==> src/rtl/prp_pkg.sv <==
package prp_pkg;

  typedef enum logic [3:0] {
    S_IDLE, S_ECHO, S_WAIT, S_HDR, S_DATA, S_CRC, S_EVAL,
    S_PAD, S_TXREQ, S_TXWAIT, S_PRIME, S_DONE
  } state_e;

  typedef enum logic [1:0] {
    CMD_DPOLL = 2'd0,
    CMD_EPOLL = 2'd1,
    CMD_TERM  = 2'd2
  } cmd_e;

  typedef enum logic [2:0] {
    ST_OK         = 3'd0,
    ST_ERR_GEN    = 3'd2,
    ST_ERR_CMDCRC = 3'd3,
    ST_TIMEOUT    = 3'd4,
    ST_IOERR      = 3'd5,
    ST_BUSY_TERM  = 3'd6,
    ST_TERM_FAIL  = 3'd7
  } status_e;

  localparam logic [1:0] TAG_ACK  = 2'd0;
  localparam logic [1:0] TAG_BUSY = 2'd1;
  localparam logic [1:0] TAG_ERRG = 2'd2;
  localparam logic [1:0] TAG_ERRC = 2'd3;

  localparam logic [3:0] CRC_POLY = 4'h3;

  function automatic logic [3:0] crc4_step(input logic [3:0] c, input logic b);
    logic fb;
    fb = c[3] ^ b;
    return {c[2:0], 1'b0} ^ (fb ? CRC_POLY : 4'h0);
  endfunction

endpackage

==> src/rtl/prp_crc4.sv <==
module prp_crc4
  import prp_pkg::*;
(
  input  logic clk_i,
  input  logic rst_ni,
  input  logic init_i,
  input  logic en_i,
  input  logic bit_i,
  output logic zero_o
);
  logic [3:0] crc_q;

  // init absorbs the start bit (decoded 1) into a zero register
  always_ff @(posedge clk_i or negedge rst_ni) begin
    if (!rst_ni)     crc_q <= 4'h0;
    else if (init_i) crc_q <= crc4_step(4'h0, 1'b1);
    else if (en_i)   crc_q <= crc4_step(crc_q, bit_i);
  end

  assign zero_o = (crc_q == 4'h0);
endmodule

==> src/rtl/prp_rx_path.sv <==
module prp_rx_path #(
  parameter int DATA_W = 32
) (
  input  logic              clk_i,
  input  logic              rst_ni,
  input  logic              sda_i,
  input  logic              clr_i,
  input  logic              hdr_en_i,
  input  logic              data_en_i,
  input  logic              crc_en_i,
  output logic              bit_o,
  output logic [3:0]        hdr_o,
  output logic [DATA_W-1:0] data_o,
  output logic              crc_ok_o
);
  logic              bit_q;
  logic [3:0]        hdr_q;
  logic [DATA_W-1:0] data_q;

  // single synchroniser stage, line is active low
  always_ff @(posedge clk_i or negedge rst_ni) begin
    if (!rst_ni) bit_q <= 1'b0;
    else         bit_q <= ~sda_i;
  end

  always_ff @(posedge clk_i or negedge rst_ni) begin
    if (!rst_ni) begin
      hdr_q  <= '0;
      data_q <= '0;
    end else if (clr_i) begin
      hdr_q  <= '0;
      data_q <= '0;
    end else begin
      if (hdr_en_i)  hdr_q  <= {hdr_q[2:0], bit_q};
      if (data_en_i) data_q <= {data_q[DATA_W-2:0], bit_q};
    end
  end

  prp_crc4 u_crc (
    .clk_i  (clk_i),
    .rst_ni (rst_ni),
    .init_i (clr_i),
    .en_i   (crc_en_i),
    .bit_i  (bit_q),
    .zero_o (crc_ok_o)
  );

  assign bit_o  = bit_q;
  assign hdr_o  = hdr_q;
  assign data_o = data_q;
endmodule

==> src/rtl/prp_cmd_build.sv <==
module prp_cmd_build
  import prp_pkg::*;
(
  input  cmd_e       cmd_i,
  input  logic [1:0] id_i,
  output logic [7:0] frame_o,
  output logic [3:0] len_o
);
  always_comb begin
    unique case (cmd_i)
      CMD_DPOLL: begin frame_o = {3'b000, id_i, 3'b010}; len_o = 4'd5; end
      CMD_EPOLL: begin frame_o = {3'b000, id_i, 3'b011}; len_o = 4'd5; end
      CMD_TERM:  begin frame_o = {id_i, 6'b111111};      len_o = 4'd8; end
      default:   begin frame_o = 8'h00;                  len_o = 4'd0; end
    endcase
  end
endmodule

==> src/rtl/resp_poll_ctrl.sv <==
module resp_poll_ctrl
  import prp_pkg::*;
#(
  parameter int MAX_BYTES     = 4,
  parameter int ECHO_CLKS     = 16,
  parameter int START_TMO     = 1000,
  parameter int POLL_PAD      = 50,
  parameter int PRIME_CLKS    = 20,
  parameter int MAX_BUSY      = 200,
  parameter int CRC_RETRY_MAX = 10
) (
  input  logic                               clk_i,
  input  logic                               rst_ni,
  input  logic                               start_i,
  input  logic [$clog2(MAX_BYTES+1)-1:0]     size_i,
  input  logic [1:0]                         slave_id_i,
  input  logic                               sda_i,
  input  logic                               tx_done_i,
  output logic                               busy_o,
  output logic                               done_o,
  output logic [2:0]                         status_o,
  output logic [MAX_BYTES*8-1:0]             rdata_o,
  output logic                               tx_req_o,
  output logic [7:0]                         tx_frame_o,
  output logic [3:0]                         tx_len_o,
  output logic                               pad_o
);
  localparam int DATA_W  = MAX_BYTES * 8;
  localparam int SIZE_W  = $clog2(MAX_BYTES + 1);
  localparam int M1      = (START_TMO > POLL_PAD) ? START_TMO : POLL_PAD;
  localparam int M2      = (ECHO_CLKS > PRIME_CLKS) ? ECHO_CLKS : PRIME_CLKS;
  localparam int M3      = (M1 > M2) ? M1 : M2;
  localparam int CNT_MAX = (M3 > DATA_W) ? M3 : DATA_W;
  localparam int CNT_W   = $clog2(CNT_MAX + 1) < SIZE_W + 3 ? SIZE_W + 3 : $clog2(CNT_MAX + 1);
  localparam int BUSY_W  = $clog2(MAX_BUSY + 1);
  localparam int CRCC_W  = $clog2(CRC_RETRY_MAX + 2);

  state_e              state_q;
  logic [CNT_W-1:0]    cnt_q;
  logic [SIZE_W-1:0]   size_q;
  logic [1:0]          id_q;
  logic                term_q;
  logic [BUSY_W-1:0]   busy_cnt_q;
  logic [CRCC_W-1:0]   crc_cnt_q;
  cmd_e                cmd_q;
  status_e             fin_q;
  logic [2:0]          status_q;
  logic [DATA_W-1:0]   rdata_q;

  logic                rx_bit;
  logic [3:0]          hdr;
  logic [DATA_W-1:0]   rx_data;
  logic                crc_ok;
  logic                rx_clr;
  logic [SIZE_W-1:0]   eff_size;
  logic [CNT_W-1:0]    data_last;
  logic [1:0]          tag_nxt;
  logic [1:0]          hdr_tag;

  assign rx_clr    = (state_q == S_WAIT) && rx_bit;
  assign eff_size  = term_q ? '0 : size_q;
  assign data_last = CNT_W'({eff_size, 3'b000}) - 1'b1;
  assign tag_nxt   = {hdr[0], rx_bit};
  assign hdr_tag   = hdr[1:0];

  prp_rx_path #(.DATA_W(DATA_W)) u_rx (
    .clk_i     (clk_i),
    .rst_ni    (rst_ni),
    .sda_i     (sda_i),
    .clr_i     (rx_clr),
    .hdr_en_i  (state_q == S_HDR),
    .data_en_i (state_q == S_DATA),
    .crc_en_i  ((state_q == S_HDR) || (state_q == S_DATA) || (state_q == S_CRC)),
    .bit_o     (rx_bit),
    .hdr_o     (hdr),
    .data_o    (rx_data),
    .crc_ok_o  (crc_ok)
  );

  prp_cmd_build u_cmd (
    .cmd_i   (cmd_q),
    .id_i    (id_q),
    .frame_o (tx_frame_o),
    .len_o   (tx_len_o)
  );

  always_ff @(posedge clk_i or negedge rst_ni) begin
    if (!rst_ni) begin
      state_q    <= S_IDLE;
      cnt_q      <= '0;
      size_q     <= '0;
      id_q       <= '0;
      term_q     <= 1'b0;
      busy_cnt_q <= '0;
      crc_cnt_q  <= '0;
      cmd_q      <= CMD_DPOLL;
      fin_q      <= ST_OK;
      status_q   <= '0;
      rdata_q    <= '0;
    end else begin
      unique case (state_q)
        S_IDLE: if (start_i) begin
          size_q     <= (size_i > SIZE_W'(MAX_BYTES)) ? SIZE_W'(MAX_BYTES) : size_i;
          id_q       <= slave_id_i;
          term_q     <= 1'b0;
          busy_cnt_q <= '0;
          crc_cnt_q  <= '0;
          rdata_q    <= '0;
          cnt_q      <= '0;
          state_q    <= S_ECHO;
        end
        S_ECHO: begin
          if (cnt_q == CNT_W'(ECHO_CLKS - 1)) begin
            cnt_q   <= '0;
            state_q <= S_WAIT;
          end else cnt_q <= cnt_q + 1'b1;
        end
        S_WAIT: begin
          if (rx_bit) begin
            cnt_q   <= '0;
            state_q <= S_HDR;
          end else if (cnt_q == CNT_W'(START_TMO - 1)) begin
            cnt_q   <= '0;
            fin_q   <= term_q ? ST_TERM_FAIL : ST_TIMEOUT;
            state_q <= S_PRIME;
          end else cnt_q <= cnt_q + 1'b1;
        end
        S_HDR: begin
          if (cnt_q == CNT_W'(3)) begin
            cnt_q   <= '0;
            state_q <= (tag_nxt == TAG_ACK && eff_size != '0) ? S_DATA : S_CRC;
          end else cnt_q <= cnt_q + 1'b1;
        end
        S_DATA: begin
          if (cnt_q == data_last) begin
            cnt_q   <= '0;
            state_q <= S_CRC;
          end else cnt_q <= cnt_q + 1'b1;
        end
        S_CRC: begin
          if (cnt_q == CNT_W'(3)) begin
            cnt_q   <= '0;
            state_q <= S_EVAL;
          end else cnt_q <= cnt_q + 1'b1;
        end
        S_EVAL: begin
          cnt_q <= '0;
          if (!crc_ok) begin
            if (term_q) begin
              fin_q <= ST_TERM_FAIL; state_q <= S_PRIME;
            end else if (crc_cnt_q > CRCC_W'(CRC_RETRY_MAX)) begin
              fin_q <= ST_IOERR; state_q <= S_PRIME;
            end else begin
              crc_cnt_q <= crc_cnt_q + 1'b1;
              cmd_q     <= CMD_EPOLL;
              state_q   <= S_PAD;
            end
          end else begin
            unique case (hdr_tag)
              TAG_ACK: begin
                if (term_q) fin_q <= ST_BUSY_TERM;
                else begin
                  fin_q   <= ST_OK;
                  rdata_q <= rx_data;
                end
                state_q <= S_PRIME;
              end
              TAG_BUSY: begin
                if (term_q) begin
                  fin_q <= ST_TERM_FAIL; state_q <= S_PRIME;
                end else if (busy_cnt_q < BUSY_W'(MAX_BUSY)) begin
                  busy_cnt_q <= busy_cnt_q + 1'b1;
                  cmd_q      <= CMD_DPOLL;
                  state_q    <= S_PAD;
                end else begin
                  term_q  <= 1'b1;
                  cmd_q   <= CMD_TERM;
                  state_q <= S_PAD;
                end
              end
              TAG_ERRG: begin
                fin_q   <= term_q ? ST_TERM_FAIL : ST_ERR_GEN;
                state_q <= S_PRIME;
              end
              default: begin
                fin_q   <= term_q ? ST_TERM_FAIL : ST_ERR_CMDCRC;
                state_q <= S_PRIME;
              end
            endcase
          end
        end
        S_PAD: begin
          if (cnt_q == CNT_W'(POLL_PAD - 1)) begin
            cnt_q   <= '0;
            state_q <= S_TXREQ;
          end else cnt_q <= cnt_q + 1'b1;
        end
        S_TXREQ: state_q <= S_TXWAIT;
        S_TXWAIT: if (tx_done_i) begin
          cnt_q   <= '0;
          state_q <= S_ECHO;
        end
        S_PRIME: begin
          if (cnt_q == CNT_W'(PRIME_CLKS - 1)) begin
            cnt_q    <= '0;
            status_q <= fin_q;
            state_q  <= S_DONE;
          end else cnt_q <= cnt_q + 1'b1;
        end
        S_DONE: state_q <= S_IDLE;
        default: state_q <= S_IDLE;
      endcase
    end
  end

  assign busy_o   = (state_q != S_IDLE);
  assign done_o   = (state_q == S_DONE);
  assign tx_req_o = (state_q == S_TXREQ);
  assign pad_o    = (state_q == S_ECHO) || (state_q == S_PAD) || (state_q == S_PRIME);
  assign status_o = status_q;
  assign rdata_o  = rdata_q;

  a_r11_done_after_prime: assert property (@(posedge clk_i) disable iff (!rst_ni)
    done_o |-> $past(pad_o));
  a_r11_done_pulse: assert property (@(posedge clk_i) disable iff (!rst_ni)
    done_o |=> !done_o);
  a_r13_req_pulse: assert property (@(posedge clk_i) disable iff (!rst_ni)
    tx_req_o |=> !tx_req_o);
  a_r8_busy_bound: assert property (@(posedge clk_i) disable iff (!rst_ni)
    busy_cnt_q <= BUSY_W'(MAX_BUSY));
  a_r7_retry_bound: assert property (@(posedge clk_i) disable iff (!rst_ni)
    crc_cnt_q <= CRCC_W'(CRC_RETRY_MAX + 1));
  a_r5_data_only_ack: assert property (@(posedge clk_i) disable iff (!rst_ni)
    (state_q == S_DATA) |-> (hdr_tag == TAG_ACK));
  a_r3_wait_bound: assert property (@(posedge clk_i) disable iff (!rst_ni)
    (state_q == S_WAIT) |-> (cnt_q < CNT_W'(START_TMO)));
  a_r9_term_frame: assert property (@(posedge clk_i) disable iff (!rst_ni)
    (tx_req_o && term_q) |-> (tx_len_o == 4'd8));
endmodule

==> config.mk <==
export PLATFORM = sky130hd
export DESIGN_NAME = resp_poll_ctrl
export DESIGN_NICKNAME = d
export VERILOG_FILES = /design/src/rtl/prp_pkg.sv /design/src/rtl/prp_crc4.sv /design/src/rtl/prp_rx_path.sv /design/src/rtl/prp_cmd_build.sv /design/src/rtl/resp_poll_ctrl.sv
export SDC_FILE = /design/constraint.sdc
export NUM_CORES = 1
export LEC_CHECK = 0
export ABC_CLOCK_PERIOD_IN_PS = 4000
export BUFFER_PORTS_ARGS = -buffer_cell sky130_fd_sc_hd__buf_2
export CELL_PAD_IN_SITES_DETAIL_PLACEMENT = 1
export CELL_PAD_IN_SITES_GLOBAL_PLACEMENT = 1
export CORE_ASPECT_RATIO = 2
export CORE_MARGIN = 10
export CORE_UTILIZATION = 48
export DETAILED_ROUTE_END_ITERATION = 10
export HOLD_SLACK_MARGIN = 0.03
export PLACE_DENSITY_LB_ADDON = 0.05
export SYNTH_ARGS = -nofsm -noshare
export SYNTH_HDL_FRONTEND = slang
export SYNTH_SLANG_ARGS = --single-unit
==> constraint.sdc <==
create_clock -name clk_i -period 4 [get_ports clk_i]
set_input_delay 0.4 -clock clk_i [delete_from_list [all_inputs] [get_ports clk_i]]
set_output_delay 0.4 -clock clk_i [all_outputs]
set_load 0.01 [all_outputs]
==> Yosys cells after proc, flatten, opt, wreduce, memory -nomap -nowiden <==
Cells that the tools add are included.
{ "totals": {"output_inout_bits": 51, "elab_cells": 179, "reg_bits": 111, "in_bits": 10} }
{ "classes": {"bitwise": 3, "reduce_logical": 31, "add_sub_neg": 4, "muxes": 78, "eq_ne": 45, "magnitude_cmp": 3} }
{ "op_table": {"columns": ["operator", "n"], "rows": [
  ["two-way mux 32 bit", 6],
  ["two-way mux 10 bit", 9],
  ["case mux 10 bit (9 select lines)", 1],
  ["two-way mux 4 bit", 21],
  ["case mux 32 bit (2 select lines)", 1],
  ["case mux 4 bit (11 select lines)", 1],
  ["two-way mux 8 bit", 5],
  ["two-way mux 3 bit", 11],
  ["!= test 2 bit, second input constant", 16],
  ["case mux 8 bit (3 select lines)", 1],
  ["two-way mux 2 bit", 10],
  ["AND reduction 5 bit", 4],
  ["== test 4 x 3 -> 1 bit, second input constant", 4],
  ["== test 4 bit, second input constant", 4],
  ["case mux 4 bit (2 select lines)", 2],
  ["case mux 8 bit (2 select lines)", 1],
  ["adder 10 x 1 -> 10 bit, second input constant", 1],
  ["== test 10 bit", 1],
  ["== test 10 bit, second input constant", 1],
  ["== test 10 x 2 -> 1 bit, second input constant", 1],
  ["== test 10 x 4 -> 1 bit, second input constant", 1],
  ["== test 10 x 5 -> 1 bit, second input constant", 1],
  ["== test 10 x 6 -> 1 bit, second input constant", 1],
  ["!= test 2 x 1 -> 1 bit, second input constant", 5],
  ["other kinds (33)", 55]
]} }

==> Logic depth before layout (Yosys ltp) <==
{ "logic_depth": {"word_depth": 6, "depth_mapped": 11, "mapped_depth_nobuf": 9} }

==> By module <==
From an unflattened synthesis, not the netlist that was laid out.
{ "hier_totals": {"cells_unflattened": 580, "area_unflattened_um2": 5745.5} }
{ "modules_own_cells": {"columns": ["module", "instances", "seq_area_each_um2", "area_each_um2", "cells_each"], "rows": [
  ["resp_poll_ctrl", 1, 1801.7, 3867.5, 424],
  ["prp_rx_path", 1, 925.9, 1521.5, 119],
  ["prp_crc4", 1, 100.1, 198.9, 15],
  ["prp_cmd_build", 1, 0.0, 157.7, 22]
]} }

==> Worst setup path before layout <==
No wires, ideal clock.
{ "synth_path": {"kind": "flip-flop to flip-flop", "from": "reg term_q", "to": "reg state_q[0]", "slack_ps": 1397, "required_ps": 3875, "setup_ps": 125, "arrival_time_ps": 2478, "period_less_slack_ps": 2603, "path_buffers": 1, "stages_incl_launch_ff": 11, "cell_sequence": "dfrtp_1 -> clkbuf_1 -> nand2b_1 -> ha_1 -> ha_1 -> xor2_1 -> nand4_1 -> a211o_1 -> a211oi_4 -> o31ai_2 -> mux2_4"} }
{ "synth_via": {"elab_chain_len": 6, "elab_cells_between_ends": 14, "cone_classes": "1 x add/sub; 2 x eq/ne; 8 x mux; 3 x reduce/logical"} }
{ "synth_rtl": {"columns": ["element", "line", "text"], "rows": [
  ["start, declared", "resp_poll_ctrl.sv:42", "logic term_q;"],
  ["start signal, assigned", "resp_poll_ctrl.sv:93", "term_q <= 1'b0;"],
  ["start signal, assigned", "resp_poll_ctrl.sv:105", "term_q <= 1'b0;"],
  ["start signal, assigned", "resp_poll_ctrl.sv:176", "term_q <= 1'b1;"],
  ["parallel branches: the longest is 6 deep, another holds subtractor 6 x 1 -> 7 bit", null, null],
  ["end signal, assigned", "resp_poll_ctrl.sv:131", "state_q <= (tag_nxt == TAG_ACK && eff_size != '0) ? S_DATA : S_CRC;"],
  ["end, declared", "resp_poll_ctrl.sv:38", "state_e state_q;"]
]} }
Parallel ways; which one is timed is not known. The select of a mux whose other input is x is not followed.
A chain may end at the register's enable or synchronous reset.

==> Worst setup path in the final report <==
{ "layout_path": {"from": "reg state_q[1]", "to": "reg rdata_q[26], in the netlist rdata_o[26]"} }
{ "layout_via": {"elab_chain_len": 3, "elab_cells_between_ends": 9, "cone_classes": "5 x eq/ne; 1 x mux; 3 x reduce/logical"} }
{ "layout_rtl": {"columns": ["element", "line", "text"], "rows": [
  ["== test 4 x 3 -> 1 bit / logical NOT 4 bit (equally long branches)", "resp_poll_ctrl.sv:101", "unique case (state_q)"],
  ["!= test 2 x 1 -> 1 bit (no source line) (tied with other cells)", null, null],
  ["AND reduction 5 bit (no source line)", null, null],
  ["end signal, assigned", "resp_poll_ctrl.sv:164", "rdata_q <= rx_data;"],
  ["end, declared", "resp_poll_ctrl.sv:48", "logic [DATA_W-1:0] rdata_q;"]
]} }
Several ways; a longest one is shown, not always the timed one.

==> reports/qor.yml <==
grt_pass1_vias: 4963
gp_congestion: 0.877
min_period_ns: 2.92
worst_path_largest_cell_delay_ns: 0.73
die_h_um: 171
hold_class: "input port to async pin"
layout_commonest_cell: "nand2_1"
syn_nets: 642
power_density_nw_per_um2: 659
critPathCaptureType: "flop"
cap_violations: 0
fillers: 1330
hold_viol_final: 0
finalSetupTns_ns: 0
antenna_found_initial: 0
clk_latency_ns: 0.36
wl_met3_um: 443
antenna_cells: 0
leakagePower_nw: 2.90
placed_cell_area_um2: 5840
cts_max_path_buffers: 2
wl_per_cell_um: 18.9
die_area_um2: 16300
cp_slowest_cell: "dfrtp_1"
cts_resized: 0
finalNonFillerCells: 800
initial_core_util: 0.486
core-area_um2: 11200
viasPerCell: 5.59
cts_buffers: 9
criticalPathCategory: "flop to flop"
yosysTopAreaCellShare: 0.509
route.detailed.drc: 0
yosysUniqueCellTypes: 54
clk_pin_slew_worst_paths_ns: 0.08
synth-edff-count: 0
avgSynthCellArea_um2: 8.87
postRouteAntennaNets: 0
grt_pass1_wl_mm: 24.8
grtUsageTotal: 0.194
htree_levels: 3
crit_arrival_ns: 3.13
startpoint: "state_q[1]"
slew_viol_final: 0
finalInstanceArea_um2: 6150
synth-seq-cells: 111
critPathCapture: "rdata_o[26]"
post_cts_buffers: 0
wirelength_mm: 15.1
top_layer: "met4"
setup_violations: 0
synth-async-reset-ratio: 1.00
synth_area_um2: 5460
yosys.area.top_type: "dfrtp_1"
timing.hold.ws_ns: 0.0825
drt_first_pass_iters: 4
nNetsFinal: 680
fmax_ghz: 0.343
tritoncts: "yes"
slew_headroom: 0.265
cts_root_buf: "clkbuf_16"
peakVddDrop_mv: 0.275
r2r-end: "rdata_o[26]"
dpl.cell_count: 784
wl_met1_mm: 5.53
finalCritPeriodShare: 0.729
reg2reg_slack_ns: 1.08
dp_hpwl_mm: 10.9
outcome: "finished clean"
die_width_um: 95.4
grt-ovfl-total: 0
num_rows: 55
final_cell_mix: "nand2_1 (159), dfrtp_1 (111), o21ai_0 (60), buf_2 (58), a21oi_1 (40)"
drtIter0Drc: 237
crit_path_max_fanout: 36
synth_flop_cell: "dfrtp_1"
synth_warnings: 0
port_buffers: 59
io_pins: 61
setup.worst_path.start_class: "flop"
critPathRequiredTime_ns: 4.22
drive_gt1_frac: 0.155
vias: 4470
syn2layout_area_growth_pct: 12.6
wl_met2_mm: 8.40
finalClockSkew_ns: 0.00969
worst_pin_slew_ns: 1.10
rsz0062_at_grt: "no"
synthCells: 615
crit_chain: "or3b_2 > nor3b_2 > and3_2 > buf_4 > o21ai_0"
synth_area_leaders: "dfrtp_1 (51%), nand2_1 (11%), o21ai_0 (5.5%)"
reg2reg_depth: 5
timing.rr.start: "state_q[1]"
grt_max_degree: 53
cts_sinks: 111
yosysSeqAreaShare: 0.509
holdBufCountCts: 0
[report_power, final]
part           leakage, nW  internal, mW  total [mW]  switching [mW]
Sequential            1.49          1.37        1.62           0.243
Clock                0.147         0.499       0.943           0.443
Combinational         1.26         0.564        1.50           0.931
Total                 2.90          2.44        4.05            1.62
[per-stage QoR]
step / power (mW) / setup WS (ns) / util
after global routing: 4.34 / 0.901 / 0.548
after detailed placement: 3.12 / 1.14 / 0.521
after floorplan: 2.57 / 1.40 / -
after global placement: 3.04 / 1.22 / 0.521
final: 4.05 / 1.08 / 0.548
after CTS: 4.09 / 1.10 / 0.548
[how the worst min path moves through the flow]
stage / slack (ns) / to
final: 0.08 / crc_cnt_q[3]
after global routing: 0.13 / crc_cnt_q[3]
after CTS: 0.12 / crc_cnt_q[3]
after detailed placement: 0.50 / crc_cnt_q[3]
after global placement: 0.46 / status_o[2]
after floorplan: 0.10 / busy_cnt_q[0]
[cell families (layout without fill, tap and decap cells)]
family | Yosys count | in the layout | synth area share
AOI/OAI and AO/OA | 125 | 125 | 0.131
xor gates and xnor gates | 15 | 15 | 0.0241
adders and majority gates | 17 | 17 | 0.0390
buffers and inverters | 60 | 103 | 0.0443
DFF | 111 | 111 | 0.509
muxes | 12 | 12 | 0.0257
other | 1 | 1 | 0.000687
and+or+nand+nor | 274 | 274 | 0.226
[cell type report]
cell class                      instances  area, µm²  area share
Sequential cell                       111       2780       0.452
Inverter                               18       67.6      0.0110
Multi-Input combinational cell        444       2440       0.398
Timing Repair Buffer                   69        373      0.0607
Clock buffer                           10        229      0.0373
Clock inverter                          6       77.6      0.0126
Tap cell                              142        178      0.0289
[registers in the layout, indices dropped and copies added (netlist names), 3 cells and up]
register / cells
rdata_o: 32
u_rx.data_o: 32
cnt_q: 10
busy_cnt_q: 8
crc_cnt_q: 4
state_q: 4
u_rx.u_crc.crc_q: 4
fin_q: 3
size_q: 3
status_o: 3
[per-layer routing]
metal | global-route usage | up-vias
met1 | 0.193 | 2232
met2 | 0.363 | 75
met3 | 0.0307 | 39
met5 | 0 | -
met4 | 0.103 | 0
li1 | - | 2124
[cells in the mapped netlist, types with 3 or more instances]
library cell,number
and3_1,7
and2_1,3
ha_1,17
inv_1,18
nand2_1,159
o21ai_0,60
dfrtp_1,111
nor2_1,37
nor2b_1,7
mux2i_1,5
clkbuf_1,36
nand2b_1,7
xnor2_1,4
mux2_4,3
a21oi_1,40
a31oi_1,3
nand3_1,9
nor4_1,4
nor3_1,12
buf_4,4
nand4_1,6
or3_1,5
xor2_1,11
mux2_2,4
[critical path, delay by kind of cell, from the launching register on]
| family | cells | cell delay [ns] |
|---|---|---|
| simple gates | 3 | 1.47 |
| compound gates | 1 | 0.16 |
| buf+inv | 1 | 0.40 |
| flops | 1 | 0.73 |
Power figures use the tool's default switching activity.
